<file path="src/rtl/prog_clk_pkg.sv">
package prog_clk_pkg;
  localparam int AW     = 4;
  localparam int DW     = 8;
  localparam int SRC_W  = 2;
  localparam int PRES_W = 3;
  localparam int CNT_W  = 6;   // log2 of the largest ratio
  localparam int WARM   = 2;   // source pulses before ready

  localparam logic [AW-1:0] A_ON   = 4'h0;
  localparam logic [AW-1:0] A_OFF  = 4'h1;
  localparam logic [AW-1:0] A_STAT = 4'h2;
  localparam logic [AW-1:0] A_RDY  = 4'h3;
  localparam logic [AW-1:0] A_IE   = 4'h4;
  localparam logic [AW-1:0] A_ID   = 4'h5;
  localparam logic [AW-1:0] A_IM   = 4'h6;
  localparam logic [AW-1:0] A_CFG0 = 4'h8;

  typedef struct packed {
    logic [PRES_W-1:0] pres;
    logic [SRC_W-1:0]  src;
  } cfg_t;

  localparam int CFG_W = $bits(cfg_t);
endpackage

</file>
<file path="src/rtl/prog_clk_presc.sv">
module prog_clk_presc
  import prog_clk_pkg::*;
(
  input  logic [PRES_W-1:0] code_i,
  output logic [CNT_W-1:0]  term_o
);
  localparam int MAX_CODE = CNT_W;

  logic [PRES_W-1:0] code_sat;

  always_comb begin
    code_sat = (int'(code_i) > MAX_CODE) ? PRES_W'(MAX_CODE) : code_i;
    term_o   = CNT_W'((32'd1 << code_sat) - 32'd1);
  end
endmodule

</file>
<file path="src/rtl/prog_clk_chan.sv">
module prog_clk_chan
  import prog_clk_pkg::*;
#(
  parameter int NUM_SRC = 4
) (
  input  logic               clk_i,
  input  logic               rst_ni,
  input  logic               en_q_i,
  input  logic               en_nxt_i,
  input  cfg_t               cfg_i,
  input  logic [NUM_SRC-1:0] src_pulse_i,
  output logic               rdy_o,
  output logic               tick_o
);
  localparam int WC_W = $clog2(WARM + 1);

  logic             src_hit;
  logic [CNT_W-1:0] term;
  logic [CNT_W-1:0] cnt_q;
  logic [WC_W-1:0]  wc_q;

  assign src_hit = src_pulse_i[cfg_i.src];

  prog_clk_presc u_presc (
    .code_i (cfg_i.pres),
    .term_o (term)
  );

  always_ff @(posedge clk_i or negedge rst_ni) begin
    if (!rst_ni) begin
      wc_q  <= '0;
      rdy_o <= 1'b0;
      cnt_q <= '0;
    end else if (!en_nxt_i) begin
      wc_q  <= '0;
      rdy_o <= 1'b0;
      cnt_q <= '0;
    end else if (en_q_i && src_hit) begin
      if (!rdy_o) begin
        wc_q <= wc_q + 1'b1;
        if (wc_q == WC_W'(WARM - 1)) rdy_o <= 1'b1;
      end else begin
        cnt_q <= (cnt_q == term) ? '0 : cnt_q + 1'b1;
      end
    end
  end

  assign tick_o = rdy_o && src_hit && (cnt_q == term);
endmodule

</file>
<file path="src/rtl/prog_clk_regs.sv">
module prog_clk_regs
  import prog_clk_pkg::*;
#(
  parameter int NUM_OUT = 3
) (
  input  logic                 clk_i,
  input  logic                 rst_ni,
  input  logic                 we_i,
  input  logic [AW-1:0]        addr_i,
  input  logic [DW-1:0]        wdata_i,
  input  logic [NUM_OUT-1:0]   rdy_i,
  output logic [DW-1:0]        rdata_o,
  output logic [NUM_OUT-1:0]   en_q_o,
  output logic [NUM_OUT-1:0]   en_nxt_o,
  output logic [NUM_OUT-1:0]   mask_q_o,
  output cfg_t [NUM_OUT-1:0]   cfg_q_o
);
  logic [NUM_OUT-1:0] on_b, off_b, ie_b, id_b;

  assign on_b  = (we_i && addr_i == A_ON)  ? wdata_i[NUM_OUT-1:0] : '0;
  assign off_b = (we_i && addr_i == A_OFF) ? wdata_i[NUM_OUT-1:0] : '0;
  assign ie_b  = (we_i && addr_i == A_IE)  ? wdata_i[NUM_OUT-1:0] : '0;
  assign id_b  = (we_i && addr_i == A_ID)  ? wdata_i[NUM_OUT-1:0] : '0;

  assign en_nxt_o = (en_q_o | on_b) & ~off_b;

  always_ff @(posedge clk_i or negedge rst_ni) begin
    if (!rst_ni) begin
      en_q_o   <= '0;
      mask_q_o <= '0;
    end else begin
      en_q_o   <= en_nxt_o;
      mask_q_o <= (mask_q_o | ie_b) & ~id_b;
    end
  end

  for (genvar g = 0; g < NUM_OUT; g++) begin : g_cfg
    localparam logic [AW-1:0] CA = AW'(int'(A_CFG0) + g);
    always_ff @(posedge clk_i or negedge rst_ni) begin
      if (!rst_ni)                               cfg_q_o[g] <= '0;
      else if (we_i && addr_i == CA && !en_q_o[g]) cfg_q_o[g] <= wdata_i[CFG_W-1:0];
    end
  end

  always_comb begin
    rdata_o = '0;
    case (addr_i)
      A_STAT:  rdata_o[NUM_OUT-1:0] = en_q_o;
      A_RDY:   rdata_o[NUM_OUT-1:0] = rdy_i;
      A_IM:    rdata_o[NUM_OUT-1:0] = mask_q_o;
      default: ;
    endcase
    for (int i = 0; i < NUM_OUT; i++) begin
      if (addr_i == AW'(int'(A_CFG0) + i)) rdata_o[CFG_W-1:0] = cfg_q_o[i];
    end
  end
endmodule

</file>
<file path="src/rtl/prog_clk_gen.sv">
module prog_clk_gen
  import prog_clk_pkg::*;
#(
  parameter int NUM_OUT = 3,
  parameter int NUM_SRC = 4
) (
  input  logic               clk_i,
  input  logic               rst_ni,
  input  logic               we_i,
  input  logic [3:0]         addr_i,
  input  logic [7:0]         wdata_i,
  output logic [7:0]         rdata_o,
  input  logic [NUM_SRC-1:0] src_pulse_i,
  output logic [NUM_OUT-1:0] tick_o,
  output logic               irq_o
);
  logic [NUM_OUT-1:0] en_q, en_nxt, mask_q, rdy;
  cfg_t [NUM_OUT-1:0] cfg_q;

  prog_clk_regs #(.NUM_OUT(NUM_OUT)) u_regs (
    .clk_i    (clk_i),
    .rst_ni   (rst_ni),
    .we_i     (we_i),
    .addr_i   (addr_i),
    .wdata_i  (wdata_i),
    .rdy_i    (rdy),
    .rdata_o  (rdata_o),
    .en_q_o   (en_q),
    .en_nxt_o (en_nxt),
    .mask_q_o (mask_q),
    .cfg_q_o  (cfg_q)
  );

  for (genvar g = 0; g < NUM_OUT; g++) begin : g_chan
    prog_clk_chan #(.NUM_SRC(NUM_SRC)) u_chan (
      .clk_i       (clk_i),
      .rst_ni      (rst_ni),
      .en_q_i      (en_q[g]),
      .en_nxt_i    (en_nxt[g]),
      .cfg_i       (cfg_q[g]),
      .src_pulse_i (src_pulse_i),
      .rdy_o       (rdy[g]),
      .tick_o      (tick_o[g])
    );
  end

  assign irq_o = |(rdy & mask_q);
endmodule

</file>
<file path="config.mk">
export PLATFORM = sky130hd
export DESIGN_NAME = prog_clk_gen
export DESIGN_NICKNAME = d
export VERILOG_FILES = /design/src/rtl/prog_clk_pkg.sv /design/src/rtl/prog_clk_presc.sv /design/src/rtl/prog_clk_chan.sv /design/src/rtl/prog_clk_regs.sv /design/src/rtl/prog_clk_gen.sv
export SDC_FILE = /design/constraint.sdc
export NUM_CORES = 1
export LEC_CHECK = 0
export BUFFER_PORTS_ARGS = -buffer_cell sky130_fd_sc_hd__buf_2
export CELL_PAD_IN_SITES_DETAIL_PLACEMENT = 1
export CELL_PAD_IN_SITES_GLOBAL_PLACEMENT = 1
export CORE_MARGIN = 5
export CORE_UTILIZATION = 40
export CTS_BUF_LIST = sky130_fd_sc_hd__clkbuf_8
export DETAILED_ROUTE_END_ITERATION = 8
export PLACE_DENSITY_LB_ADDON = 0.12
export SYNTH_ARGS = -nofsm -noshare
export SYNTH_HDL_FRONTEND = slang
export SYNTH_SLANG_ARGS = --single-unit
</file>
<file path="constraint.sdc">
create_clock -name clk_i -period 3 [get_ports clk_i]
set_input_delay 0.6 -clock clk_i [delete_from_list [all_inputs] [get_ports clk_i]]
set_output_delay 0.6 -clock clk_i [all_outputs]
set_load 0.01 [all_outputs]
</file>
==> flow_summary_export.csv <==
group,metric,value,unit
pwr,power_switching,608,uW
finish,drive_above_1_share,20.3,%
pwr,vdd_ir_drop_max,0.210,mV
worst_setup_path,r2r-start,"u_regs.cfg_q_o[14]",
synth,synth_cell_types,61,
placement,gp_congestion,0.819,
cts,cts.repair.resized,0,
cts,ctsHoldBuffers,0,
detailed_routing,routedWlPerCell,17.7,um
synth,synthFlopType,"dfrtp_1",
timing,fin_skew,3.32,ps
die,die_h,97.8,um
timing,tightest_slew,504,ps
cts,cts_setup_buffers,0,
timing,rsz0062_at_grt,"no",
synth,synth_cells,331,
placement,numPortBuffers,24,
finish,multiInputGateArea,1720,um2
timing,hold-worst-slack,182,ps
die,std_cell_rows,32,
die,ios,31,
global_routing,grt_pass1_vias,2730,
timing,fmax,352,MHz
finish,final_net_count,374,
timing,maxSlewViolCount,0,
synth,ys_seq_elements,48,
cts,htree_levels,2,
flow_run,drv_cap,0,
pwr,p_leak,1.43,nW
detailed_routing,totalWireLength,8.01,mm
synth,synth_edf_count,0,
finish,final-seq-area,1200,um2
pwr,p_per_area,542,nW/um2
worst_setup_path,worstSetupPathType,"reg -> out",
die,fp.dieW,97.8,um
worst_setup_path,worst_setup_path_end_kind,"output port",
global_routing,track_usage,17.8,%
detailed_routing,vias_per_cell,5.80,
die,fp.coreArea,7610,um2
global_routing,grt_overflow,0,
placement,hpwlAfterDp,6.05,mm
run_status,run_status,"complete, no violations",
worst_setup_path,startpoint_type,"flip-flop",
worst_setup_path,rrSetupSlack,1030,ps
timing,final-setup-viol-count,0,
detailed_routing,drt-initial-drc-count,85,
detailed_routing,drcViolationCount,0,
finish,area_growth,10.3,%
pwr,power_frac_comb,24.5,%
cts,cts_tree,"done",
finish,num_antenna_cells,0,
worst_setup_path,critPathMaxFanout,9,
global_routing,grt_max_degree,35,
cts,cts_made_buffers,5,
detailed_routing,via_count,2621,
global_routing,grt_pass1_wl,14.0,mm
synth,seq_area_frac_synth,38.9,%
worst_setup_path,setup.worst_path.start,"u_regs.cfg_q_o[9]",
detailed_routing,firstDrtPassIters,4,
min_path,hold_path.class,"in -> async",
synth,synth_warnings,0,
timing,post-route-min-period,2840,ps
synth,synth.avg_cell_area,9.33,um2
cts,clock_sinks,48,
cts,clockBufferDepth,2,
timing,relSlewSlack,65.7,%
cts,clk_pin_slew,90,ps
worst_setup_path,worst-r2r-cell-count,6,
timing,hold_viol,0,
pwr,p_clk_share,28.6,%
synth,yosys.area.top_type,"dfrtp_1",
finish,n_fill_cell,916,
timing,tns,0,ps
cts,clkLatencyLatePin,310,ps
synth,netlist_area,3090,um2
timing,period_share,94.6,%
die,initial_utilization,40.6,%
synth,async_flop_share,100,%
placement,dp_slack,285,ps
pwr,seqPwrFrac,47.0,%
worst_setup_path,critPathRequiredTime,2400,ps
timing,layout_setup_ws,161,ps
synth,synth_area_leaders,"dfrtp_1 (39%), mux2_2 (6.6%), o21ai_0 (3.9%)",
detailed_routing,ant_nets,0,
die,dieArea,9570,um2
pwr,internal_power,1.24,mW
worst_setup_path,arrival,2240,ps
cts,clockRootBuffer,"clkbuf_8",
synth,synth_top_area_share,38.9,%
global_routing,antenna_found_initial,0,
pwr,swShare,33.0,%
[state kept, by name (all words and copies together), names as in the netlist]
name                 cells
u_regs.en_q_o            3
g_chan.u_chan.wc_q       6
u_regs.cfg_q_o          15
g_chan.u_chan.rdy_o      3
g_chan.u_chan.cnt_q     18
u_regs.mask_q_o          3
[routing by layer]
layer	GRT usage [%]	vias to the layer above	wire, um	share of wire [%]
met5	0	-	0	0
met4	5.32	0	127	1.6
met3	2.57	8	231	2.9
met2	28.4	44	3710	46
met1	25.2	1314	3940	49
li1	-	1255	-	-
[cells by family (layout without fill, tap and decap cells)]
logic type	Yosys count	count (layout)	synth area share [%]
mux	29	29	12.0
other cells	1	3	0.121
flops	48	48	38.9
simple gates	132	132	23.4
compound gates	73	73	16.1
xor+xnor	5	5	1.42
buf+inv	37	54	5.59
fa+ha+maj	6	6	2.43
[area by class of cell]
type | count | area share (%)
Clock buffer | 7 | 2.83
Clock inverter | 1 | 0.882
Inverter | 15 | 1.65
Multi-Input combinational cell | 248 | 50.5
Sequential cell | 48 | 35.3
Tap cell | 102 | 3.75
Timing Repair Buffer | 31 | 5.07
[stage by stage]
stage               cell area (um2)  std cells  utilization (%)  power, mW
finish                         3400        452             44.8       1.84
CTS                            3400        452             44.8       1.87
global placement               3280        444             43.1       1.32
global route                   3400        452             44.8       1.97
floorplan                      3090        333                -       1.18
detailed placement             3280        444             43.1       1.34
[synthesized netlist by cell type, drive strengths merged (6+ instances only)]
| cell | count |
|---|---|
| dfrtp | 48 |
| nor2b | 7 |
| nor3 | 7 |
| a21oi | 10 |
| buf | 13 |
| o21ai | 27 |
| or3 | 9 |
| and3 | 13 |
| mux2i | 8 |
| nor2 | 28 |
| clkbuf | 9 |
| nand2 | 15 |
| mux2 | 18 |
| ha | 6 |
| inv | 15 |
| nand3 | 22 |
| nand4 | 7 |
[worst max-delay path, stage by stage, from the launching register on]
cell and delay [ps]:
dfrtp_1 480, or3_1 390, a221oi_1 340, nor2b_1 370
and3_1 220, buf_2 130
[worst paths after layout]
kind | to
worst min-delay path | g_chan[1].u_chan.cnt_q[0]
worst min register to register | u_regs.mask_q_o[1]
min in group clk_i | u_regs.cfg_q_o[14]
worst max register to register | g_chan[2].u_chan.cnt_q[0]
worst max-delay path | tick_o[1]
max in group asynchronous | u_regs.en_q_o[2]
[placed cells by master (no fill, tap or decap), drive strengths merged, types with 3 or more instances in the layout]
| cell type | netlist | routed |
|---|---|---|
| mux4 | 3 | 3 |
| a21oi | 10 | 10 |
| xnor2 | 5 | 5 |
| nor2b | 7 | 7 |
| nand2 | 15 | 15 |
| mux2i | 8 | 8 |
| and3 | 13 | 13 |
| nor2 | 28 | 28 |
| o211ai | 3 | 3 |
| ha | 6 | 6 |
| nor3b | 4 | 4 |
| dfrtp | 48 | 48 |
| nor3 | 7 | 7 |
| conb | 1 | 3 |
| o31a | 3 | 3 |
| or3 | 9 | 9 |
| a211oi | 5 | 5 |
| o22ai | 3 | 3 |
| mux2 | 18 | 18 |
| a31oi | 4 | 4 |
| inv | 15 | 15 |
| nand4 | 7 | 7 |
| nand2b | 5 | 5 |
| clkbuf | 9 | 7 |
| buf | 13 | 31 |
| o21ai | 27 | 27 |
| nand3 | 22 | 22 |
[power groups by stage]
| stage | registers (mW) | logic, mW | clock network (mW) |
|---|---|---|---|
| after floorplan | 0.815 | 0.362 | 0 |
| after global placement | 0.875 | 0.443 | 0 |
| after detailed placement | 0.883 | 0.455 | 0 |
| after CTS | 0.869 | 0.458 | 0.547 |
| after global routing | 0.890 | 0.508 | 0.575 |
| final | 0.866 | 0.451 | 0.528 |
No activity file was read; power rests on OpenSTA's default activity.
